==> src/rtl/pcc_lane_pkg.sv <==
package pcc_lane_pkg;

    localparam int BYTE_W_DEF = 8;

    typedef enum logic [2:0] {
        XM_IDLE = 3'd0,
        XM_EVEN = 3'd1,
        XM_ODD  = 3'd2,
        XM_WORD = 3'd3,
        XM_HIGH = 3'd4
    } xfer_mode_e;

    typedef enum logic [1:0] {
        OP_NONE  = 2'd0,
        OP_READ  = 2'd1,
        OP_WRITE = 2'd2
    } op_e;

    typedef struct packed {
        xfer_mode_e mode;
        op_e        op;
        logic       attr;
    } bus_dec_t;

    // Device index within the pair
    localparam int DEV_EVEN = 0;
    localparam int DEV_ODD  = 1;
    localparam int N_DEV    = 2;

    function automatic xfer_mode_e decode_mode(input logic lo_n, input logic hi_n,
                                               input logic a0);
        xfer_mode_e m;
        unique case ({lo_n, hi_n})
            2'b11:   m = XM_IDLE;
            2'b00:   m = XM_WORD;
            2'b10:   m = XM_HIGH;
            default: m = a0 ? XM_ODD : XM_EVEN;
        endcase
        return m;
    endfunction

    function automatic op_e decode_op(input logic rd_n, input logic wr_n);
        op_e o;
        unique case ({rd_n, wr_n})
            2'b01:   o = OP_READ;
            2'b10:   o = OP_WRITE;
            default: o = OP_NONE;
        endcase
        return o;
    endfunction

endpackage

==> src/rtl/pcc_lane_decode.sv <==
module pcc_lane_decode
    import pcc_lane_pkg::*;
(
    input  logic     en_lo_n,
    input  logic     en_hi_n,
    input  logic     a0,
    input  logic     rd_n,
    input  logic     wr_n,
    input  logic     attr_n,
    output bus_dec_t dec
);

    always_comb begin
        dec.mode = decode_mode(en_lo_n, en_hi_n, a0);
        dec.op   = (dec.mode == XM_IDLE) ? OP_NONE : decode_op(rd_n, wr_n);
        dec.attr = !attr_n;
    end

endmodule

==> src/rtl/pcc_read_mux.sv <==
module pcc_read_mux
    import pcc_lane_pkg::*;
#(
    parameter int                BYTE_W    = BYTE_W_DEF,
    parameter logic [BYTE_W-1:0] ATTR_FILL = '1
) (
    input  bus_dec_t                         dec,
    input  logic [BYTE_W-1:0]                even_q,
    input  logic [BYTE_W-1:0]                odd_q,
    output logic [2*BYTE_W-1:0]              host_q,
    output logic                             lane_en_lo,
    output logic                             lane_en_hi,
    output logic [N_DEV-1:0]                 dev_rd
);

    logic [BYTE_W-1:0] odd_eff;
    logic              odd_ok;

    always_comb begin
        odd_ok     = !dec.attr;
        odd_eff    = odd_ok ? odd_q : ATTR_FILL;
        host_q     = '0;
        lane_en_lo = 1'b0;
        lane_en_hi = 1'b0;
        dev_rd     = '0;
        if (dec.op == OP_READ) begin
            unique case (dec.mode)
                XM_EVEN: begin
                    host_q[BYTE_W-1:0] = even_q;
                    lane_en_lo         = 1'b1;
                    dev_rd[DEV_EVEN]   = 1'b1;
                end
                XM_ODD: begin
                    host_q[BYTE_W-1:0] = odd_eff;
                    lane_en_lo         = 1'b1;
                    dev_rd[DEV_ODD]    = odd_ok;
                end
                XM_WORD: begin
                    host_q           = {odd_eff, even_q};
                    lane_en_lo       = 1'b1;
                    lane_en_hi       = 1'b1;
                    dev_rd[DEV_EVEN] = 1'b1;
                    dev_rd[DEV_ODD]  = odd_ok;
                end
                XM_HIGH: begin
                    host_q[2*BYTE_W-1:BYTE_W] = odd_eff;
                    lane_en_hi                = 1'b1;
                    dev_rd[DEV_ODD]           = odd_ok;
                end
                default: ;
            endcase
        end
    end

endmodule

==> src/rtl/pcc_write_steer.sv <==
module pcc_write_steer
    import pcc_lane_pkg::*;
#(
    parameter int BYTE_W = BYTE_W_DEF
) (
    input  bus_dec_t                         dec,
    input  logic [2*BYTE_W-1:0]              host_d,
    output logic [N_DEV-1:0][BYTE_W-1:0]     dev_d,
    output logic [N_DEV-1:0]                 dev_wr
);

    logic [BYTE_W-1:0] lo_b, hi_b;
    logic              odd_ok;

    always_comb begin
        lo_b   = host_d[BYTE_W-1:0];
        hi_b   = host_d[2*BYTE_W-1:BYTE_W];
        odd_ok = !dec.attr;
        dev_wr = '0;
        if (dec.op == OP_WRITE) begin
            unique case (dec.mode)
                XM_EVEN: dev_wr[DEV_EVEN] = 1'b1;
                XM_ODD:  dev_wr[DEV_ODD]  = odd_ok;
                XM_WORD: begin
                    dev_wr[DEV_EVEN] = 1'b1;
                    dev_wr[DEV_ODD]  = odd_ok;
                end
                XM_HIGH: dev_wr[DEV_ODD] = odd_ok;
                default: ;
            endcase
        end
        // Byte-wide modes take the low lane; word and high-only take lane per device
        dev_d[DEV_EVEN] = dev_wr[DEV_EVEN] ? lo_b : '0;
        dev_d[DEV_ODD]  = !dev_wr[DEV_ODD] ? '0 :
                          (dec.mode == XM_ODD) ? lo_b : hi_b;
    end

endmodule

==> src/rtl/pcc_lane_steer.sv <==
module pcc_lane_steer
    import pcc_lane_pkg::*;
#(
    parameter int                BYTE_W    = BYTE_W_DEF,
    parameter logic [BYTE_W-1:0] ATTR_FILL = '1
) (
    input  logic                clk,
    input  logic                rst,
    input  logic                card_en_lo_n,
    input  logic                card_en_hi_n,
    input  logic                host_a0,
    input  logic                host_rd_n,
    input  logic                host_wr_n,
    input  logic                host_attr_n,
    input  logic [2*BYTE_W-1:0] host_wdata,
    output logic [2*BYTE_W-1:0] host_rdata,
    output logic                lane_oe_lo,
    output logic                lane_oe_hi,
    output logic [2:0]          xfer_mode,
    input  logic [BYTE_W-1:0]   even_rdata,
    input  logic [BYTE_W-1:0]   odd_rdata,
    output logic [BYTE_W-1:0]   even_wdata,
    output logic [BYTE_W-1:0]   odd_wdata,
    output logic                even_rd_n,
    output logic                odd_rd_n,
    output logic                even_wr_n,
    output logic                odd_wr_n
);

    localparam int HOST_W = 2 * BYTE_W;

    bus_dec_t                       dec;
    logic [HOST_W-1:0]              rd_data_c;
    logic                           en_lo_c, en_hi_c;
    logic [N_DEV-1:0]               rd_sel, wr_sel;
    logic [N_DEV-1:0][BYTE_W-1:0]   wr_data_c;

    pcc_lane_decode u_dec (
        .en_lo_n (card_en_lo_n),
        .en_hi_n (card_en_hi_n),
        .a0      (host_a0),
        .rd_n    (host_rd_n),
        .wr_n    (host_wr_n),
        .attr_n  (host_attr_n),
        .dec     (dec)
    );

    pcc_read_mux #(.BYTE_W(BYTE_W), .ATTR_FILL(ATTR_FILL)) u_rmux (
        .dec        (dec),
        .even_q     (even_rdata),
        .odd_q      (odd_rdata),
        .host_q     (rd_data_c),
        .lane_en_lo (en_lo_c),
        .lane_en_hi (en_hi_c),
        .dev_rd     (rd_sel)
    );

    pcc_write_steer #(.BYTE_W(BYTE_W)) u_wst (
        .dec    (dec),
        .host_d (host_wdata),
        .dev_d  (wr_data_c),
        .dev_wr (wr_sel)
    );

    // Host-facing registers
    xfer_mode_e        mode_q;
    logic [HOST_W-1:0] rdata_q;
    logic              en_lo_q, en_hi_q;

    always_ff @(posedge clk) begin
        if (rst) begin
            mode_q  <= XM_IDLE;
            rdata_q <= '0;
            en_lo_q <= 1'b0;
            en_hi_q <= 1'b0;
        end else begin
            mode_q  <= dec.mode;
            rdata_q <= rd_data_c;
            en_lo_q <= en_lo_c;
            en_hi_q <= en_hi_c;
        end
    end

    // Device-facing registers, one slice per device of the pair
    logic [N_DEV-1:0]             rd_n_q, wr_n_q;
    logic [N_DEV-1:0][BYTE_W-1:0] wdata_q;

    for (genvar g = 0; g < N_DEV; g++) begin : g_dev
        always_ff @(posedge clk) begin
            if (rst) begin
                rd_n_q[g]  <= 1'b1;
                wr_n_q[g]  <= 1'b1;
                wdata_q[g] <= '0;
            end else begin
                rd_n_q[g]  <= !rd_sel[g];
                wr_n_q[g]  <= !wr_sel[g];
                wdata_q[g] <= wr_data_c[g];
            end
        end
    end

    assign xfer_mode  = mode_q;
    assign host_rdata = rdata_q;
    assign lane_oe_lo = en_lo_q;
    assign lane_oe_hi = en_hi_q;
    assign even_rd_n  = rd_n_q[DEV_EVEN];
    assign odd_rd_n   = rd_n_q[DEV_ODD];
    assign even_wr_n  = wr_n_q[DEV_EVEN];
    assign odd_wr_n   = wr_n_q[DEV_ODD];
    assign even_wdata = wdata_q[DEV_EVEN];
    assign odd_wdata  = wdata_q[DEV_ODD];

    // Lanes are driven only after a cycle with a proper read strobe pair
    assert_lane_only_read_R11: assert property (@(posedge clk) disable iff (rst)
        (lane_oe_lo || lane_oe_hi) |-> ($past(!host_rd_n) && $past(host_wr_n)));

    // No device ever sees read and write at once
    assert_no_rd_wr_clash_R4: assert property (@(posedge clk) disable iff (rst)
        !((!even_rd_n && !even_wr_n) || (!odd_rd_n && !odd_wr_n)));

    // Attribute space never touches the odd device
    assert_attr_odd_idle_R10: assert property (@(posedge clk) disable iff (rst)
        $past(!host_attr_n) |-> (odd_rd_n && odd_wr_n));

    // Standby leaves every strobe and lane quiet
    assert_standby_quiet_R2: assert property (@(posedge clk) disable iff (rst)
        $past(card_en_lo_n && card_en_hi_n) |->
        (xfer_mode == 3'd0 && even_rd_n && odd_rd_n && even_wr_n && odd_wr_n &&
         !lane_oe_lo && !lane_oe_hi));

    // A word read always drives both lanes together
    assert_word_both_lanes_R7: assert property (@(posedge clk) disable iff (rst)
        (xfer_mode == 3'd3 && (lane_oe_lo || lane_oe_hi)) |-> (lane_oe_lo && lane_oe_hi));

endmodule

==> config.mk <==
export PLATFORM = sky130hd
export DESIGN_NAME = pcc_lane_steer
export DESIGN_NICKNAME = d
export VERILOG_FILES = /design/src/rtl/pcc_lane_pkg.sv /design/src/rtl/pcc_lane_decode.sv /design/src/rtl/pcc_read_mux.sv /design/src/rtl/pcc_write_steer.sv /design/src/rtl/pcc_lane_steer.sv
export SDC_FILE = /design/constraint.sdc
export NUM_CORES = 1
export LEC_CHECK = 0
export ABC_AREA = 1
export BUFFER_PORTS_ARGS = -buffer_cell sky130_fd_sc_hd__buf_2
export CELL_PAD_IN_SITES_DETAIL_PLACEMENT = 0
export CELL_PAD_IN_SITES_GLOBAL_PLACEMENT = 1
export CORE_ASPECT_RATIO = 0.7
export CORE_MARGIN = 1.5
export CORE_UTILIZATION = 30
export DETAILED_ROUTE_END_ITERATION = 6
export GPL_TIMING_DRIVEN = 0
export PLACE_DENSITY = 0.84
export SETUP_SLACK_MARGIN = 0.5
export SLEW_MARGIN = 10
export SYNTH_ARGS = -nofsm -noshare
export SYNTH_HDL_FRONTEND = slang
export SYNTH_HIERARCHICAL = 1
export SYNTH_SLANG_ARGS = --single-unit
==> constraint.sdc <==
create_clock -name clk -period 1.7 [get_ports clk]
set_clock_uncertainty 0.05 [all_clocks]
set_input_delay 0 -clock clk [delete_from_list [all_inputs] [get_ports clk]]
set_output_delay 0 -clock clk [all_outputs]
set_load 0.02 [all_outputs]
==> reports/summary.json <==
{
  "detailed_routing": {
    "routed-wl-met3_um": 254,
    "detail_route.vias_per_cell": 3.95,
    "detailedRoute.firstPassIterationCount": 4,
    "post_route_drc_violation_count": 0,
    "highest_layer": "met4",
    "wl_met1_um": 2380,
    "routed_wire_length_per_instance_um": 10.5,
    "via_count": 1836,
    "final_antenna_net_count": 0,
    "finalWirelength_um": 4890,
    "dr_iter_0_viols": 41,
    "dr_wl_met2_um": 2170
  },
  "logic_synthesis": {
    "syn-instance-count": 284,
    "synth-seq-area-share": 0.436,
    "yosys_warnings": 6,
    "ys_ff_latch": 41,
    "synth_largest_area_cell": "dfxtp_1",
    "netlist_top_cells_area": "dfxtp_1 (44%), nor2_1 (16%), inv_1 (13%)",
    "synth_top_area_share": 0.436,
    "mappedNetlistNets": 324,
    "syn_area_per_cell_um2": 6.63,
    "netlist_area_mm2": 0.00188,
    "synth.distinct_cells": 20
  },
  "clock_tree": {
    "h-tree-depth": 2,
    "cts.sink_count": 41,
    "root_buffer": "clkbuf_8",
    "cts_tree": "yes",
    "clockBufferDepth": 2,
    "cts-buffers-inserted": 5,
    "cts.reportedPaths.clkPinSlew_ns": 0.08
  },
  "power": {
    "pwr_per_cell_area_mw_per_mm2": 784,
    "intPower_mw": 1.59,
    "vdd_ir_drop_max_uv": 354,
    "static-leakage-power_nw": 1.48,
    "pwr-share-clk": 0.388,
    "power.switching_fraction": 0.250,
    "power.sequential.fraction": 0.462,
    "power_frac_comb": 0.150,
    "power.net_switching_uw": 529
  },
  "timing": {
    "timing_max_transition_violations_final": 0,
    "rsz0062_at_grt": "true",
    "min_period_ns": 1.11,
    "relSlewSlack": 0.779,
    "max_slew.worst_pin.slew_ns": 0.331,
    "max_clock_freq_ghz": 0.902,
    "final_setup_violations": 0,
    "period_share": 0.652,
    "final_hold_viol_count": 0,
    "worst_slack_ns": 0.592,
    "fin_tns_setup_ns": 0
  },
  "finish": {
    "final_common_cell": "buf_2",
    "layout.cells.most_common_list": "buf_2 (81), nor2_1 (79), inv_1 (66), nand2_1 (52), dfxtp_1 (41)",
    "stdcell_area_mm2": 0.00270,
    "flow.area_growth_from_synthesis_pct": 43.2,
    "antenna_fix_cells": 0,
    "fraction_of_layout_cells_with_a_size_suffix_above_1": 0.295,
    "design.final.nets": 429
  },
  "die": {
    "io-pin-count": 81,
    "placeableCoreArea_mm2": 0.00590,
    "die_y_um": 69.3,
    "initial_core_util": 0.319,
    "die_area_mm2": 0.00677,
    "number_of_cell_rows": 23,
    "die_w_um": 97.7
  },
  "worst_setup_path": {
    "crit_fanout": 10,
    "cp-end-kind": "flip-flop",
    "cp_data_required_time_ns": 1.87,
    "crit_arrival_ns": 1.28,
    "timing.setup.critical_path_class": "primary input to flip-flop",
    "startpoint_kind_of_the_worst_setup_timing_path": "primary input"
  },
  "global_routing": {
    "grt_pass1_vias": 1724,
    "grt_start_max_net_pins": 13,
    "grt-ovfl-total": 0,
    "grt_pass1_wl_um": 8030,
    "number_of_antenna_violations_at_the_first_check_in_global_routing": 0,
    "global_route.usage.total": 0.148
  },
  "run": {
    "drv.max_cap_violation_count": 0
  },
  "placed_design": {
    "io_buffers": 79,
    "dp_worst_setup_slack_ns": 0.124,
    "detailed_place.area_mm2": 0.00237,
    "place_hpwl_um": 3460,
    "globalplace.congestion": 0.786
  },
  "outcome": {
    "status": "completed"
  },
  "min_path": {
    "hp-class": "primary input to flip-flop"
  }
}
==> layout make-up <==
| type | instances | area [um^2] |
|---|---|---|
| Clock buffer | 7 | 86.3 |
| Tap cell | 75 | 93.8 |
| Timing Repair Buffer | 98 | 586 |
| Clock inverter | 1 | 30.0 |
| Multi-Input combinational cell | 160 | 727 |
| Buffer | 7 | 62.6 |
| Fill cell | 638 | 3200 |
| Inverter | 76 | 290 |
| Sequential cell | 41 | 821 |
==> through the flow <==
| step | utilization | hold WS [ns] | cells | power, mW |
|---|---|---|---|---|
| 2_1_floorplan | - | 0.126 | 284 | 1.18 |
| 3_3_place_gp | 0.403 | 0.183 | 438 | 1.27 |
| 3_5_place_dp | 0.403 | 0.186 | 438 | 1.28 |
| 4_1_cts | 0.456 | 0.00157 | 465 | 2.14 |
| 5_1_grt | 0.457 | 0.0293 | 465 | 2.22 |
| 6_report | 0.457 | 0.00620 | 465 | 2.11 |
==> repair_timing <==
| item | 4_1_cts | 5_1_grt |
|---|---|---|
| endpoints found under the hold margin | 36 | 0 |
| setup endpoints to repair | 18 | 13 |
| buffers inserted | 0 | 0 |
| hold buffers | 19 | 0 |
| resized for setup | 2 | 2 |
==> per-layer routing <==
layer	vias up	GRT usage
li1	1003	-
met1	777	0.195
met2	49	0.238
met3	7	0.0313
met4	0	0.0556
met5	-	0
==> sequential cells by signal (all words and copies together), names as in the netlist, 3 cells and up <==
register and count:
even_wdata 8, host_rdata 16, odd_wdata 8, xfer_mode 3
==> worst max-delay path, stage by stage <==
cell and delay (ns):
buf_2 0.14, a21oi_2 0.31, buf_4 0.26, inv_2 0.04
nand2_1 0.10, nand3_4 0.15, nor2_1 0.14, inv_1 0.04
nor2_1 0.09
==> power by group through the flow <==
stage | Clock, mW | Combinational [mW] | Sequential [mW]
finish | 0.821 | 0.316 | 0.977
global route | 0.886 | 0.355 | 0.979
CTS | 0.850 | 0.315 | 0.977
detailed placement | 0 | 0.278 | 1.00
global placement | 0 | 0.275 | 1.00
floorplan | 0 | 0.159 | 1.02
==> logic make-up (layout without fill, tap and decap cells) <==
family	count (synthesis)	in the layout	synth area share
buffers and inverters	83	189	0.187
AO/OA/AOI/OAI	5	5	0.0133
AND/OR/NAND/NOR	155	155	0.363
flip-flops	41	41	0.436
==> final timing paths <==
path                      from             to  slack, ns  cells past startpoint
hold / removal    odd_rdata[0]  host_rdata[8]      0.006                      5
setup / recovery  card_en_hi_n   odd_wdata[4]       0.59                      9
==> cells in the mapped netlist (all sizes together) <==
cell,n
nor2,86
a21oi,4
clkinv,3
inv,73
nand2,55
nand3,14
dfxtp,41
buf,7
o21ai,1
No activity file was read; power rests on OpenSTA's default activity.
